===== config.mk =====
export PLATFORM = sky130hd
export DESIGN_NAME = dualsrc_spi_master
export DESIGN_NICKNAME = d
export VERILOG_FILES = /design/src/rtl/dsm_pkg.sv /design/src/rtl/dsm_datapath.sv /design/src/rtl/dsm_ctrl.sv /design/src/rtl/dualsrc_spi_master.sv
export SDC_FILE = /design/constraint.sdc
export NUM_CORES = 1
export LEC_CHECK = 0
export CAP_MARGIN = 20
export CORE_MARGIN = 2
export CORE_UTILIZATION = 45
export DETAILED_ROUTE_END_ITERATION = 10
export PLACE_DENSITY_LB_ADDON = 0.12
export SETUP_SLACK_MARGIN = 0.3
export SLEW_MARGIN = 10
export SYNTH_ARGS = -nofsm -noshare
export SYNTH_HDL_FRONTEND = slang
export SYNTH_SLANG_ARGS = --single-unit

===== constraint.sdc =====
create_clock -name clk -period 2.5 [get_ports clk]
set_clock_uncertainty 0.05 [all_clocks]
set_input_delay 0.375 -clock clk [delete_from_list [all_inputs] [get_ports clk]]
set_output_delay 0.375 -clock clk [all_outputs]
set_load 0.005 [all_outputs]

===== src/rtl/dsm_pkg.sv =====
`timescale 1ns/1ps
package dsm_pkg;

  // Source selection codes on modeSel
  localparam logic [1:0] MODE_PERIODIC_ONLY = 2'b00;
  localparam logic [1:0] MODE_QUEUED_ONLY   = 2'b01;

  typedef enum logic [1:0] {
    ST_IDLE,
    ST_SHIFT,
    ST_GAP,
    ST_HALTED
  } dsm_state_e;

  // Strobes from the control FSM to the datapath
  typedef struct packed {
    logic loadQueued;
    logic loadPeriodic;
    logic frameActive;
  } dsm_strobe_t;

endpackage


===== src/rtl/dsm_datapath.sv =====
`timescale 1ns/1ps
module dsm_datapath
  import dsm_pkg::*;
#(
  parameter int DATA_W     = 16,
  parameter int FIFO_DEPTH = 4,
  parameter int CLK_DIV    = 4
) (
  input  logic              clk,
  input  logic              rstN,
  input  dsm_strobe_t       strobe,
  input  logic [DATA_W-1:0] periodData,
  input  logic              pushValid,
  input  logic [DATA_W-1:0] pushData,
  input  logic              miso,
  output logic              fifoEmpty,
  output logic              frameDone,
  output logic              sclk,
  output logic              mosi,
  output logic              csN,
  output logic              overflowFlag,
  output logic [DATA_W-1:0] rxData
);

  localparam int PTR_W = (FIFO_DEPTH > 1) ? $clog2(FIFO_DEPTH) : 1;
  localparam int CNT_W = $clog2(FIFO_DEPTH + 1);
  localparam int DIV_W = $clog2(CLK_DIV);
  localparam int BIT_W = $clog2(DATA_W);
  localparam logic [CNT_W-1:0] FULL_LVL = CNT_W'(FIFO_DEPTH);
  localparam logic [PTR_W-1:0] LAST_PTR = PTR_W'(FIFO_DEPTH - 1);
  localparam logic [DIV_W-1:0] DIV_LAST = DIV_W'(CLK_DIV - 1);
  localparam logic [DIV_W-1:0] DIV_HALF = DIV_W'(CLK_DIV / 2);
  localparam logic [BIT_W-1:0] BIT_LAST = BIT_W'(DATA_W - 1);

  // ---------------- transmit push FIFO ----------------
  logic [DATA_W-1:0] slots [FIFO_DEPTH];
  logic [PTR_W-1:0]  wrPtr;
  logic [PTR_W-1:0]  rdPtr;
  logic [CNT_W-1:0]  level;
  logic              fifoFull;
  logic              pushOk;
  logic              popNow;

  function automatic logic [PTR_W-1:0] nextPtr(input logic [PTR_W-1:0] p);
    return (p == LAST_PTR) ? '0 : p + 1'b1;
  endfunction

  assign fifoFull  = (level == FULL_LVL);
  assign fifoEmpty = (level == '0);
  assign pushOk    = pushValid && !fifoFull;
  assign popNow    = strobe.loadQueued;

  always_ff @(posedge clk or negedge rstN) begin
    if (!rstN) begin
      wrPtr        <= '0;
      rdPtr        <= '0;
      level        <= '0;
      overflowFlag <= 1'b0;
    end else begin
      if (pushOk) wrPtr <= nextPtr(wrPtr);
      if (popNow) rdPtr <= nextPtr(rdPtr);
      case ({pushOk, popNow})
        2'b10:   level <= level + 1'b1;
        2'b01:   level <= level - 1'b1;
        default: ;
      endcase
      if (pushValid && fifoFull) overflowFlag <= 1'b1;
    end
  end

  always_ff @(posedge clk) begin
    if (pushOk) slots[wrPtr] <= pushData;
  end

  // ---------------- shifter and bit timing ----------------
  logic [DATA_W-1:0] txShift;
  logic [DATA_W-1:0] rxShift;
  logic [DIV_W-1:0]  divCnt;
  logic [BIT_W-1:0]  bitCnt;
  logic              loadAny;
  logic              lastPhase;

  assign loadAny   = strobe.loadQueued || strobe.loadPeriodic;
  assign lastPhase = (divCnt == DIV_LAST);
  assign frameDone = strobe.frameActive && lastPhase && (bitCnt == BIT_LAST);

  always_ff @(posedge clk or negedge rstN) begin
    if (!rstN) begin
      txShift <= '0;
      rxShift <= '0;
      divCnt  <= '0;
      bitCnt  <= '0;
      rxData  <= '0;
    end else begin
      if (loadAny) begin
        txShift <= strobe.loadQueued ? slots[rdPtr] : periodData;
        divCnt  <= '0;
        bitCnt  <= '0;
      end else if (strobe.frameActive) begin
        divCnt <= lastPhase ? '0 : divCnt + 1'b1;
        if (divCnt == DIV_HALF) rxShift <= {rxShift[DATA_W-2:0], miso};
        if (lastPhase) begin
          txShift <= {txShift[DATA_W-2:0], 1'b0};
          bitCnt  <= bitCnt + 1'b1;
        end
      end
      if (frameDone) rxData <= rxShift;
    end
  end

  assign sclk = strobe.frameActive && (divCnt >= DIV_HALF);
  assign mosi = strobe.frameActive && txShift[DATA_W-1];
  assign csN  = !strobe.frameActive;

  // ---------------- assertions ----------------
  assert_load_between_frames_R3: assert property (@(posedge clk) disable iff (!rstN)
    loadAny |-> !strobe.frameActive);

  assert_cs_held_R3: assert property (@(posedge clk) disable iff (!rstN)
    (strobe.frameActive && !frameDone) |=> !csN);

  assert_level_bound_R12: assert property (@(posedge clk) disable iff (!rstN)
    level <= FULL_LVL);

  assert_overflow_sticky_R12: assert property (@(posedge clk) disable iff (!rstN)
    overflowFlag |=> overflowFlag);

  assert_pop_nonempty_R11: assert property (@(posedge clk) disable iff (!rstN)
    strobe.loadQueued |-> !fifoEmpty);

endmodule


===== src/rtl/dsm_ctrl.sv =====
`timescale 1ns/1ps
module dsm_ctrl
  import dsm_pkg::*;
#(
  parameter int DT_CYCLES     = 6,
  parameter int PERIOD_CYCLES = 300
) (
  input  logic        clk,
  input  logic        rstN,
  input  logic [1:0]  modeSel,
  input  logic        haltReq,
  input  logic        tcfClear,
  input  logic        tcfIrqEn,
  input  logic        fifoEmpty,
  input  logic        frameDone,
  output dsm_strobe_t strobe,
  output logic        running,
  output logic        tcfFlag,
  output logic        irq
);

  localparam int DT_W  = $clog2(DT_CYCLES + 1);
  localparam int PER_W = $clog2(PERIOD_CYCLES);
  localparam logic [DT_W-1:0]  DT_LAST  = DT_W'(DT_CYCLES - 1);
  localparam logic [DT_W-1:0]  DT_FULL  = DT_W'(DT_CYCLES);
  localparam logic [PER_W-1:0] PER_LAST = PER_W'(PERIOD_CYCLES - 1);

  dsm_state_e       state;
  dsm_state_e       stateNext;
  logic [DT_W-1:0]  dtCnt;
  logic [PER_W-1:0] perCnt;
  logic             perWrap;
  logic             periodPending;
  logic             periodicOn;
  logic             queuedOn;
  logic             startQueued;
  logic             startPeriodic;

  assign periodicOn = (modeSel != MODE_QUEUED_ONLY);
  assign queuedOn   = (modeSel != MODE_PERIODIC_ONLY);
  assign perWrap    = (perCnt == PER_LAST);

  // Period timer: one pending slot, kept until a periodic frame is loaded
  always_ff @(posedge clk or negedge rstN) begin
    if (!rstN) begin
      perCnt        <= '0;
      periodPending <= 1'b0;
    end else if (!periodicOn) begin
      perCnt        <= '0;
      periodPending <= 1'b0;
    end else begin
      perCnt <= perWrap ? '0 : perCnt + 1'b1;
      if (perWrap)            periodPending <= 1'b1;
      else if (startPeriodic) periodPending <= 1'b0;
    end
  end

  // Single decision point: only in ST_IDLE, queued source first
  assign startQueued   = (state == ST_IDLE) && !haltReq && queuedOn && !fifoEmpty;
  assign startPeriodic = (state == ST_IDLE) && !haltReq && periodicOn && periodPending
                         && !startQueued;

  always_comb begin
    stateNext = state;
    case (state)
      ST_IDLE: begin
        if (haltReq)                          stateNext = ST_HALTED;
        else if (startQueued || startPeriodic) stateNext = ST_SHIFT;
      end
      ST_SHIFT:  if (frameDone)          stateNext = ST_GAP;
      ST_GAP:    if (dtCnt == DT_LAST)   stateNext = ST_IDLE;
      ST_HALTED: if (!haltReq)           stateNext = ST_IDLE;
      default:                           stateNext = ST_IDLE;
    endcase
  end

  always_ff @(posedge clk or negedge rstN) begin
    if (!rstN) begin
      state <= ST_IDLE;
      dtCnt <= '0;
    end else begin
      state <= stateNext;
      if (state == ST_GAP) dtCnt <= dtCnt + 1'b1;
      else                 dtCnt <= '0;
    end
  end

  // Completion flag: set wins over the write-1 clear
  always_ff @(posedge clk or negedge rstN) begin
    if (!rstN)         tcfFlag <= 1'b0;
    else if (frameDone) tcfFlag <= 1'b1;
    else if (tcfClear)  tcfFlag <= 1'b0;
  end

  assign irq                 = tcfFlag && tcfIrqEn;
  assign running             = (state != ST_HALTED);
  assign strobe.loadQueued   = startQueued;
  assign strobe.loadPeriodic = startPeriodic;
  assign strobe.frameActive  = (state == ST_SHIFT);

  // ---------------- assertions ----------------
  // Independent gap counter, saturating at DT_CYCLES
  logic [DT_W-1:0] gapSeen;
  always_ff @(posedge clk or negedge rstN) begin
    if (!rstN)                 gapSeen <= DT_FULL;
    else if (frameDone)        gapSeen <= '0;
    else if (gapSeen < DT_FULL) gapSeen <= gapSeen + 1'b1;
  end

  assert_dt_gap_R4: assert property (@(posedge clk) disable iff (!rstN)
    (startQueued || startPeriodic) |-> (gapSeen == DT_FULL));

  assert_no_abort_R6: assert property (@(posedge clk) disable iff (!rstN)
    (strobe.frameActive && !frameDone) |=> strobe.frameActive);

  assert_halt_entry_R7: assert property (@(posedge clk) disable iff (!rstN)
    $fell(running) |-> $past(haltReq));

  assert_tcf_set_R9: assert property (@(posedge clk) disable iff (!rstN)
    frameDone |=> tcfFlag);

  assert_tcf_clear_R10: assert property (@(posedge clk) disable iff (!rstN)
    (tcfClear && !frameDone) |=> !tcfFlag);

endmodule


===== src/rtl/dualsrc_spi_master.sv =====
`timescale 1ns/1ps
module dualsrc_spi_master
  import dsm_pkg::*;
#(
  parameter int DATA_W        = 16,
  parameter int FIFO_DEPTH    = 4,
  parameter int CLK_DIV       = 4,
  parameter int DT_CYCLES     = 6,
  parameter int PERIOD_CYCLES = 300
) (
  input  logic              clk,
  input  logic              rstN,
  input  logic [1:0]        modeSel,
  input  logic [DATA_W-1:0] periodData,
  input  logic              pushValid,
  input  logic [DATA_W-1:0] pushData,
  input  logic              haltReq,
  input  logic              tcfClear,
  input  logic              tcfIrqEn,
  input  logic              miso,
  output logic              sclk,
  output logic              mosi,
  output logic              csN,
  output logic              running,
  output logic              tcfFlag,
  output logic              irq,
  output logic              overflowFlag,
  output logic [DATA_W-1:0] rxData
);

  dsm_strobe_t strobe;
  logic        fifoEmpty;
  logic        frameDone;

  dsm_ctrl #(
    .DT_CYCLES    (DT_CYCLES),
    .PERIOD_CYCLES(PERIOD_CYCLES)
  ) uCtrl (
    .clk      (clk),
    .rstN     (rstN),
    .modeSel  (modeSel),
    .haltReq  (haltReq),
    .tcfClear (tcfClear),
    .tcfIrqEn (tcfIrqEn),
    .fifoEmpty(fifoEmpty),
    .frameDone(frameDone),
    .strobe   (strobe),
    .running  (running),
    .tcfFlag  (tcfFlag),
    .irq      (irq)
  );

  dsm_datapath #(
    .DATA_W    (DATA_W),
    .FIFO_DEPTH(FIFO_DEPTH),
    .CLK_DIV   (CLK_DIV)
  ) uDatapath (
    .clk         (clk),
    .rstN        (rstN),
    .strobe      (strobe),
    .periodData  (periodData),
    .pushValid   (pushValid),
    .pushData    (pushData),
    .miso        (miso),
    .fifoEmpty   (fifoEmpty),
    .frameDone   (frameDone),
    .sclk        (sclk),
    .mosi        (mosi),
    .csN         (csN),
    .overflowFlag(overflowFlag),
    .rxData      (rxData)
  );

endmodule


## Word-level counts from Yosys, hierarchy flattened

Memory sizes are Yosys's and may differ from the RTL's.
Cells that the tools add are included.

- Bits in registers: 78
- Output and inout bits: 23
- Bits of input ports: 41
- RAM bits: 64
- Memories kept: 1

- Mux-type cells: 29
- Reduce and logical (&&, ||, !) cells: 29
- Order comparisons: 1
- $add $sub $neg: 8
- Bitwise logic cells: 1
- Equal/unequal tests: 20

Memories:

| memory | depth | bits a word | read ports | clocked after Yosys merged registers in | wr ports | line | text |
|---|---|---|---|---|---|---|---|
| uDatapath.slots | 4 | 16 | 1 | 0 | 1 | dsm_datapath.sv:36 | `logic [DATA_W-1:0] slots [FIFO_DEPTH];` |

Operators with widths:

| cell | count |
|---|---|
| two-way mux 16 bit | 4 |
| two-way mux 2 bit | 10 |
| two-way mux 9 bit | 2 |
| == test 2 bit, second input constant | 7 |
| logical AND 1 bit | 13 |
| two-way mux 4 bit | 3 |
| nonzero test 2 bit | 5 |
| adder 9 x 1 -> 9 bit, second input constant | 1 |
| == test 9 bit, second input constant | 1 |
| one-hot mux 2 bit (4 select lines) | 1 |
| two-way mux 1 bit | 7 |
| adder 2 x 1 -> 2 bit, second input constant | 3 |
| adder 3 x 1 -> 3 bit, second input constant | 2 |
| == test 3 bit, second input constant | 2 |
| inequality test 2 bit, second input constant | 3 |
| inequality test 3 x 2 -> 1 bit, second input constant | 2 |
| one-hot mux 3 bit (2 select lines) | 1 |
| logical NOT 1 bit | 5 |
| adder 4 x 1 -> 4 bit, second input constant | 1 |
| == test 2 x 1 -> 1 bit, second input constant | 2 |
| == test 4 bit, second input constant | 1 |
| inequality test 2 x 1 -> 1 bit, second input constant | 2 |
| AND reduction 4 bit | 1 |
| logical NOT 3 bit | 1 |
| other kinds (8) | 8 |

## Logic depth before layout (Yosys ltp)

Gate-level depths: netlist of the first run.

- Depth in word-level cells: 10
- Gate-level depth with buffers: 10
- Gate-level depth less buffers: 9

## Modules after synthesis

From an unflattened synthesis of the first run, not the netlist that was laid out.

- Cells, all modules: 423
- Area, all modules: 6159.7 µm²

By module, submodules not included:

| module | cells an instance | instances | sequential area each (µm²) | area an instance (µm²) |
|---|---|---|---|---|
| dsm_datapath | 340 | 1 | 3473.3 | 5330.1 |
| dsm_ctrl | 83 | 1 | 400.4 | 829.5 |

## Worst setup path before layout of the first run

OpenSTA, ideal clock, no wires.

- Kind: register to register
- Start point: register uCtrl.state[1]
- End point: register uDatapath.level[2]
- Arrival: 2228 ps
- Setup slack: 143 ps
- Period minus slack after synthesis: 2357 ps
- Cell stages (with the launch flop): 11
- Path buffers: 2
- Path through: dfrtp_1 -> buf_2 -> or3_1 -> clkbuf_1 -> nor2_1 -> ha_1 -> inv_1 -> fa_1 -> xor2_1 -> nor2_1 -> xor2_1

- Cells in the longest elaborated chain, start to end: 6
- Elaborated cells on any way between the ends: 8

Ends and longest elaborated chain:

| what | line | text |
|---|---|---|
| start, declared | dsm_ctrl.sv:28 | `dsm_state_e state;` |
| start signal, assigned | dsm_ctrl.sv:82 | `state <= stateNext;` |
| logical NOT 2 bit * | dsm_ctrl.sv:59 | `assign startQueued = (state == ST_IDLE) && !haltReq && queuedOn && !fifoEmpty;` |
| logical AND 1 bit * (3 in a row) | dsm_ctrl.sv:59 |  |
| == test 2 x 1 -> 1 bit or == test 2 bit (tied branches) | dsm_datapath.sv:62 | `case ({pushOk, popNow})` |
| one-hot mux 3 bit (2 select lines) or nonzero test 2 bit (tied branches) | n/a |  |
| end signal, assigned | dsm_datapath.sv:63 | `2'b10: level <= level + 1'b1;` |
| end signal, assigned | dsm_datapath.sv:64 | `2'b01: level <= level - 1'b1;` |
| end, declared | dsm_datapath.sv:39 | `logic [CNT_W-1:0] level;` |

Mark *: on every way between the ends. The rest lies on a longest branch, timed or not.
A chain may end at the register's enable or synchronous reset.

## Worst setup path in the final report of the first run

- Start point: register uCtrl.state[0]
- End point: output running

- Cells in the longest elaborated chain, start to end: 1

Ends and longest elaborated chain:

| what | line | text |
|---|---|---|
| inequality test 2 bit | dsm_ctrl.sv:96 | `assign running = (state != ST_HALTED);` |
| end, declared | dualsrc_spi_master.sv:24 | `output logic running,` |

Every way passes these cells.

==> flow_metrics.tcl, run 1 <==
set metrics [dict create \
    maxSlewViolCount 0 \
    num_rows 42 \
    die_area_mm2 0.0145 \
    ys.flop_type "dfrtp_1" \
    synth_nets 475 \
    timing.critical_path.cells "buf_6, buf_4, nand2_1, clkdlybuf4s50_1" \
    min_period_over_period 0.830 \
    htreeDepth 4 \
    synth_edf_count 64 \
    hold_violations 0 \
    reg2reg_from "uCtrl.state[0]" \
    p_clk_frac 0.289 \
    rsz0062_at_grt "false" \
    sw_frac_of_total 0.296 \
    port_buffers 63 \
    slowest_stage "clkdlybuf4s50_1" \
    drt_iter0_drc 173 \
    grt_use_total 0.172 \
    combPwrFrac 0.284 \
    fin_crit_ns 2.07 \
    worstSetupPathType "flop to primary output" \
    cts_sinks 142 \
    critPathLaunchType "flop" \
    max_freq_mhz 482 \
    vdd_drop_max_uv 535 \
    viasPerCell 5.35 \
    regToRegSetupSlack_ns 0.44 \
    cp.depth 4 \
    path_clk_slew_ns 0.06 \
    power_frac_seq 0.427 \
    dr_wl_met2_mm 5.62 \
    cts_tree "yes" \
    nNetsFinal 556 \
    grt_max_degree 47 \
    ys_top_cells_by_count "78 x dfrtp_1, 64 x edfxtp_1, 34 x mux2_2" \
    multi_input_area_mm2 0.00210 \
    dr.pass1.iters 4 \
    relSlewSlack 0.439 \
    whs_ns 0.402 \
    start_util 0.461 \
    power_density_mw_per_mm2 1070 \
    setup-tns-final_ns 0 \
    ys_warn_count 0 \
    clk_latency_ns 0.42 \
    synth_area_per_cell_um2 14.5 \
    yosysTopAreaCell "dfrtp_1" \
    fp.dieW_um 121 \
    cp-endpoint "running" \
    route.vias.total 3686 \
    setup_viol 0 \
    pre_cts_ws_ns 0.000776 \
    core_mm2 0.0132 \
    cts_buffers 17 \
    remaining_drc_errors 0 \
    overflow 0 \
    worstReg2RegEnd "uDatapath.txShift[2]" \
    place_hpwl_mm 7.77 \
    die_h_um 121 \
    cp_slowest_stage_delay_ns 0.50 \
    syn_area_mm2 0.00611 \
    crit_fanout 4 \
    io_pins 64 \
    worstPathRequired_ns 2.08 \
    wl_met1_mm 5.24 \
    antenna_left 0 \
    worst_slack_ns 0.426 \
    synth_most_common_cell "dfrtp_1" \
    clockBufferDepth 2 \
    routed.top_layer "met4" \
    switching_power_w 0.00242 \
    synth.distinct_cells 44 \
    hp-class "primary input to asynchronous set/reset pin" \
    syn-instance-count 421 \
    outcome "finished, final reports clean" \
    cts_root_buf "clkbuf_16" \
    path_buf_inv 3 \
    gp_congestion 0.761 \
    finalPower_w 0.00818 \
    area_growth_pct 24.5 \
    cp_top_family "buffers and inverters" \
    cap_violations 0 \
    n_antenna_cell 0 \
    tightest_slew_ns 0.841 \
    synth_top_area_share 0.319 \
    antenna_found_initial 0 \
    critPathCaptureType "primary output" \
    grt_pass1_wl_mm 19.0 \
    ys_seq_area_frac 0.634 \
    wl_met3_um 394 \
    fillers 1086 \
    instances_no_fill 689 \
    drive_above_1_share 0.212 \
    place_inst 656 \
    worstRegToRegCells 6 \
    arrival_ns 1.65 \
    register_area_mm2 0.00387 \
    grt_pass1_vias 3846 \
    finalWirelength_mm 11.5 \
    p_leak_nw 3.05 \
    startpoint "uCtrl.state[0]" \
    internal-power_w 0.00575 \
    synth-seq-cells 142 \
    async_flop_share 0.549 \
    synth.area.top_cells "dfrtp_1 32%, edfxtp_1 31%, mux2_2 6.3%" \
    wl_per_cell_um 16.8 \
]
-- layout make-up --
cell class,instances,area share
Sequential cell,142,0.509
Tap cell,176,0.0289
Clock inverter,12,0.0161
Clock buffer,18,0.0564
Timing Repair Buffer,86,0.108
Multi-Input combinational cell,245,0.276
Inverter,10,0.00493
-- power groups by stage --
stage	Clock, W	Combinational, W	Sequential [W]
4_1_cts	0.00242	0.00235	0.00349
2_1_floorplan	0	0.00179	0.00333
6_report	0.00236	0.00232	0.00349
5_1_grt	0.00251	0.00258	0.00357
3_3_place_gp	0	0.00226	0.00351
3_5_place_dp	0	0.00232	0.00353
-- registers in the layout, indices dropped and copies added (netlist names) --
name,flops
uCtrl.dtCnt,3
uCtrl.perCnt,9
uCtrl.periodPending,1
uCtrl.state,2
uCtrl.tcfFlag,1
uDatapath.bitCnt,4
uDatapath.divCnt,2
uDatapath.level,3
uDatapath.overflowFlag,1
uDatapath.rdPtr,2
uDatapath.rxData,16
uDatapath.rxShift,16
uDatapath.slots,64
uDatapath.txShift,16
uDatapath.wrPtr,2
-- routing by layer --
layer,global-route usage,vias to the layer above
met2,0.278,74
met5,0,-
met3,0.0406,23
li1,-,1733
met4,0.0908,0
met1,0.216,1856
-- how the worst min path moves through the flow --
stage / slack (ns) / cells after the start / to / start
final: 0.40 / 2 / uCtrl.perCnt[1] / rstN
after global routing: 0.44 / 2 / uCtrl.perCnt[2] / rstN
after CTS: 0.42 / 2 / uCtrl.state[1] / rstN
after detailed placement: 0.31 / 1 / uCtrl.perCnt[3] / rstN
after global placement: 0.30 / 1 / uCtrl.perCnt[5] / rstN
after floorplan: 0.03 / 0 / uCtrl.dtCnt[0] / rstN
-- cells in the final DEF, fill, tap and decap left out, types with 2 or more instances in the layout --
| master | n |
|---|---|
| a211oi_1 | 3 |
| a21oi_1 | 11 |
| a22o_1 | 15 |
| a2bb2oi_1 | 8 |
| and2_1 | 9 |
| buf_4 | 21 |
| bufinv_16 | 2 |
| clkbuf_16 | 17 |
| clkdlybuf4s50_1 | 60 |
| clkinv_1 | 2 |
| clkinv_2 | 3 |
| clkinvlp_4 | 3 |
| dfrtp_1 | 78 |
| edfxtp_1 | 64 |
| ha_1 | 11 |
| inv_1 | 10 |
| mux2_2 | 34 |
| mux4_2 | 16 |
| nand2_1 | 25 |
| nand2b_1 | 2 |
| nand3_1 | 4 |
| nand4_1 | 11 |
| nor2_1 | 29 |
| nor2_4 | 2 |
| nor2b_1 | 3 |
| nor4b_1 | 7 |
| o21ai_0 | 12 |
| o22a_1 | 8 |
| o32a_1 | 2 |
| xnor2_1 | 6 |
| xor2_1 | 9 |
-- timing repair --
action | 4_1_cts | 5_1_grt
hold endpoints to repair | 32 | 0
resized for setup | 4 | 2
hold buffers | 1 | 0
buffers inserted | 0 | 2
setup endpoints to repair | 3 | 2
-- per-stage QoR --
step	area [µm²]	util
2_1_floorplan	6140	-
3_3_place_gp	7010	0.530
3_5_place_dp	7010	0.530
4_1_cts	7580	0.573
5_1_grt	7610	0.574
6_report	7610	0.574
-- worst reg2reg max path, delay by kind of cell (launching register included) --
| family | cells | cell delay [ns] |
|---|---|---|
| simple gates | 2 | 0.77 |
| compound gates | 2 | 0.47 |
| buf+inv | 2 | 0.26 |
| flops | 1 | 0.39 |
-- kinds of logic after synthesis --
kind of cell,count (synthesis),share of synthesized area
xor gates and xnor gates,15,0.0215
buffers and inverters,34,0.0270
AOI/OAI and AO/OA,67,0.0838
and+or+nand+nor,100,0.0842
muxes,50,0.122
DFF,142,0.634
adders and majority gates,13,0.0279
Note: power is estimated with default switching activity, not from simulation.
==> inputs of run 2 (changes only) <==
==> constraint.sdc (replaced) <==
create_clock -name clk -period 2.1 [get_ports clk]
set_clock_uncertainty 0.05 [all_clocks]
set_input_delay 0.315 -clock clk [delete_from_list [all_inputs] [get_ports clk]]
set_output_delay 0.315 -clock clk [all_outputs]
set_load 0.005 [all_outputs]
==> run 2 against run 1 <==
Critical path depth rose by 4. Worst hold slack got worse by 0.013 ns. Design area grew 3.3%. Critical endpoint is now uDatapath.level[2]. Largest cell class unchanged.
==> flow_metrics.tcl, run 2 (synthesized netlist as in run 1, its figures left out) <==
set metrics [dict create \
    crit_fanout 2 \
    hp-class "primary input to asynchronous set/reset pin" \
    fin_crit_ns 1.95 \
    p_clk_frac 0.293 \
    grt_use_total 0.181 \
    relSlewSlack 0.615 \
    dr.pass1.iters 4 \
    worst_slack_ns 0.154 \
    power_frac_seq 0.406 \
    final_area_mm2 0.00786 \
    combPwrFrac 0.301 \
    hold_violations 0 \
    arrival_ns 2.23 \
    start_util 0.461 \
    area_growth_pct 28.7 \
    worstPathRequired_ns 2.39 \
    critPathCaptureType "flop" \
    critPathLaunchType "flop" \
    internal-power_w 0.00707 \
    switching_power_w 0.00307 \
    viasPerCell 5.32 \
    place_hpwl_mm 8.02 \
    sw_frac_of_total 0.303 \
    setup_viol 0 \
    cts_tree "yes" \
    cts_root_buf "clkbuf_16" \
    pre_cts_ws_ns -0.342 \
    vdd_drop_max_uv 723 \
    fp.dieW_um 121 \
    remaining_drc_errors 0 \
    io_pins 64 \
    largest-register "uDatapath.slots" \
    grt_max_degree 44 \
    path_clk_slew_ns 0.06 \
    largest_reg_flops 64 \
    clk_latency_ns 0.42 \
    cap_violations 0 \
    antenna_found_initial 0 \
    worstSetupPathType "flop to flop" \
    finalWirelength_mm 12.0 \
    maxSlewViolCount 0 \
    overflow 0 \
    route.vias.total 3747 \
    die_h_um 121 \
    die_area_mm2 0.0145 \
    n_antenna_cell 0 \
    max_freq_mhz 514 \
    outcome "finished, final reports clean" \
    gp_congestion 0.747 \
    grt_pass1_wl_mm 20.0 \
    antenna_left 0 \
    num_rows 42 \
    nNetsFinal 569 \
    min_period_over_period 0.927 \
    core_mm2 0.0132 \
    layout_common_cells "76 x dfrtp_1, 64 x edfxtp_1, 55 x clkdlybuf4s50_1, 34 x mux2_2, 28 x nor2_1" \
    grt_pass1_vias 3963 \
    startpoint "uCtrl.state[0]" \
    drt_iter0_drc 177 \
    p_leak_nw 3.18 \
    cts_sinks 142 \
    port_buffers 63 \
    reg2reg_from "uCtrl.state[0]" \
    cts_buffers 17 \
    placed_area_mm2 0.00719 \
    power_density_mw_per_mm2 1290 \
    rsz0062_at_grt "true" \
    htreeDepth 4 \
    clockBufferDepth 2 \
    tightest_slew_ns 0.577 \
    layout_commonest_cell "dfrtp_1" \
    drive_above_1_share 0.265 \
    wl_per_cell_um 17.0 \
]
-- run 2: cell types whose count changed in the layout (fill, tap and decap cells not counted), sizes merged --
cell / delta
clkinvlp: +2
inv: +3
clkbuf: -1
dlymetal6s2s: +2
clkinv: -2
dlygate4sd2: +3
buf: +13
clkdlybuf4s50: -5
-- run 2: repair_timing --
item / in CTS / in global routing
pin swaps: 0 / 1
hold buffers: 1 / 0
resized for setup: 9 / 12
hold endpoints to repair: 42 / 0
buffers inserted: 1 / 2
setup endpoints to repair: 21 / 36
-- run 2: final cells by class --
cell class	instances	area, µm²
clock inverters	15	161
clock buffers	17	425
repair buffers	99	1000
fillers	1105	5380
flip-flops and latches	142	3880
inverters	10	37.5
well taps	176	220
multi-input cells	245	2140
-- run 2: critical path, cell delays in order, from the launching register on --
cell and delay, ns:
dfrtp_1 0.38, or3_4 0.39, nor2_4 0.12, ha_4 0.15, inv_2 0.03, fa_2 0.32
xor2_1 0.15, nor2_1 0.11, xor2_1 0.16
-- run 2: metal layers --
metal  share of wire  global-route usage  vias to the layer above
met5               0                   0                        -
met4           0.015              0.0654                        0
met3           0.032              0.0425                       13
met2            0.51               0.313                       62
met1            0.44               0.222                     1904
li1                -                   -                     1768
-- run 2: stage by stage --
stage | utilization | total power [W] | hold WS (ns) | TNS [ns] | instances
after CTS | 0.589 | 0.0102 | 0.408 | 0 | 702
after global placement | 0.543 | 0.00712 | 0.305 | -1.69 | 668
after floorplan | - | 0.00614 | -0.0306 | -0.0346 | 421
after global routing | 0.594 | 0.0107 | 0.417 | 0 | 704
final | 0.594 | 0.0101 | 0.389 | 0 | 704
after detailed placement | 0.543 | 0.00720 | 0.309 | -2.79 | 668
-- run 2: power groups by stage --
stage / Sequential [W] / Combinational, W / Clock [W]
6_report: 0.00411 / 0.00306 / 0.00297
2_1_floorplan: 0.00397 / 0.00217 / 0
3_5_place_dp: 0.00414 / 0.00306 / 0
3_3_place_gp: 0.00411 / 0.00300 / 0
4_1_cts: 0.00410 / 0.00309 / 0.00304
5_1_grt: 0.00420 / 0.00339 / 0.00316
-- run 2: final timing paths --
path                                             end  slack, ns  cells past startpoint
worst max-delay path              uDatapath.level[2]       0.15                      8
worst max register to register    uDatapath.level[2]       0.15                      8
min in group clk                 uCtrl.periodPending       0.41                      4
worst min register to register        uCtrl.dtCnt[0]       0.43                      1
worst min-delay path            uDatapath.rxData[10]       0.39                      2
max in group asynchronous       uDatapath.txShift[2]       1.03                      3
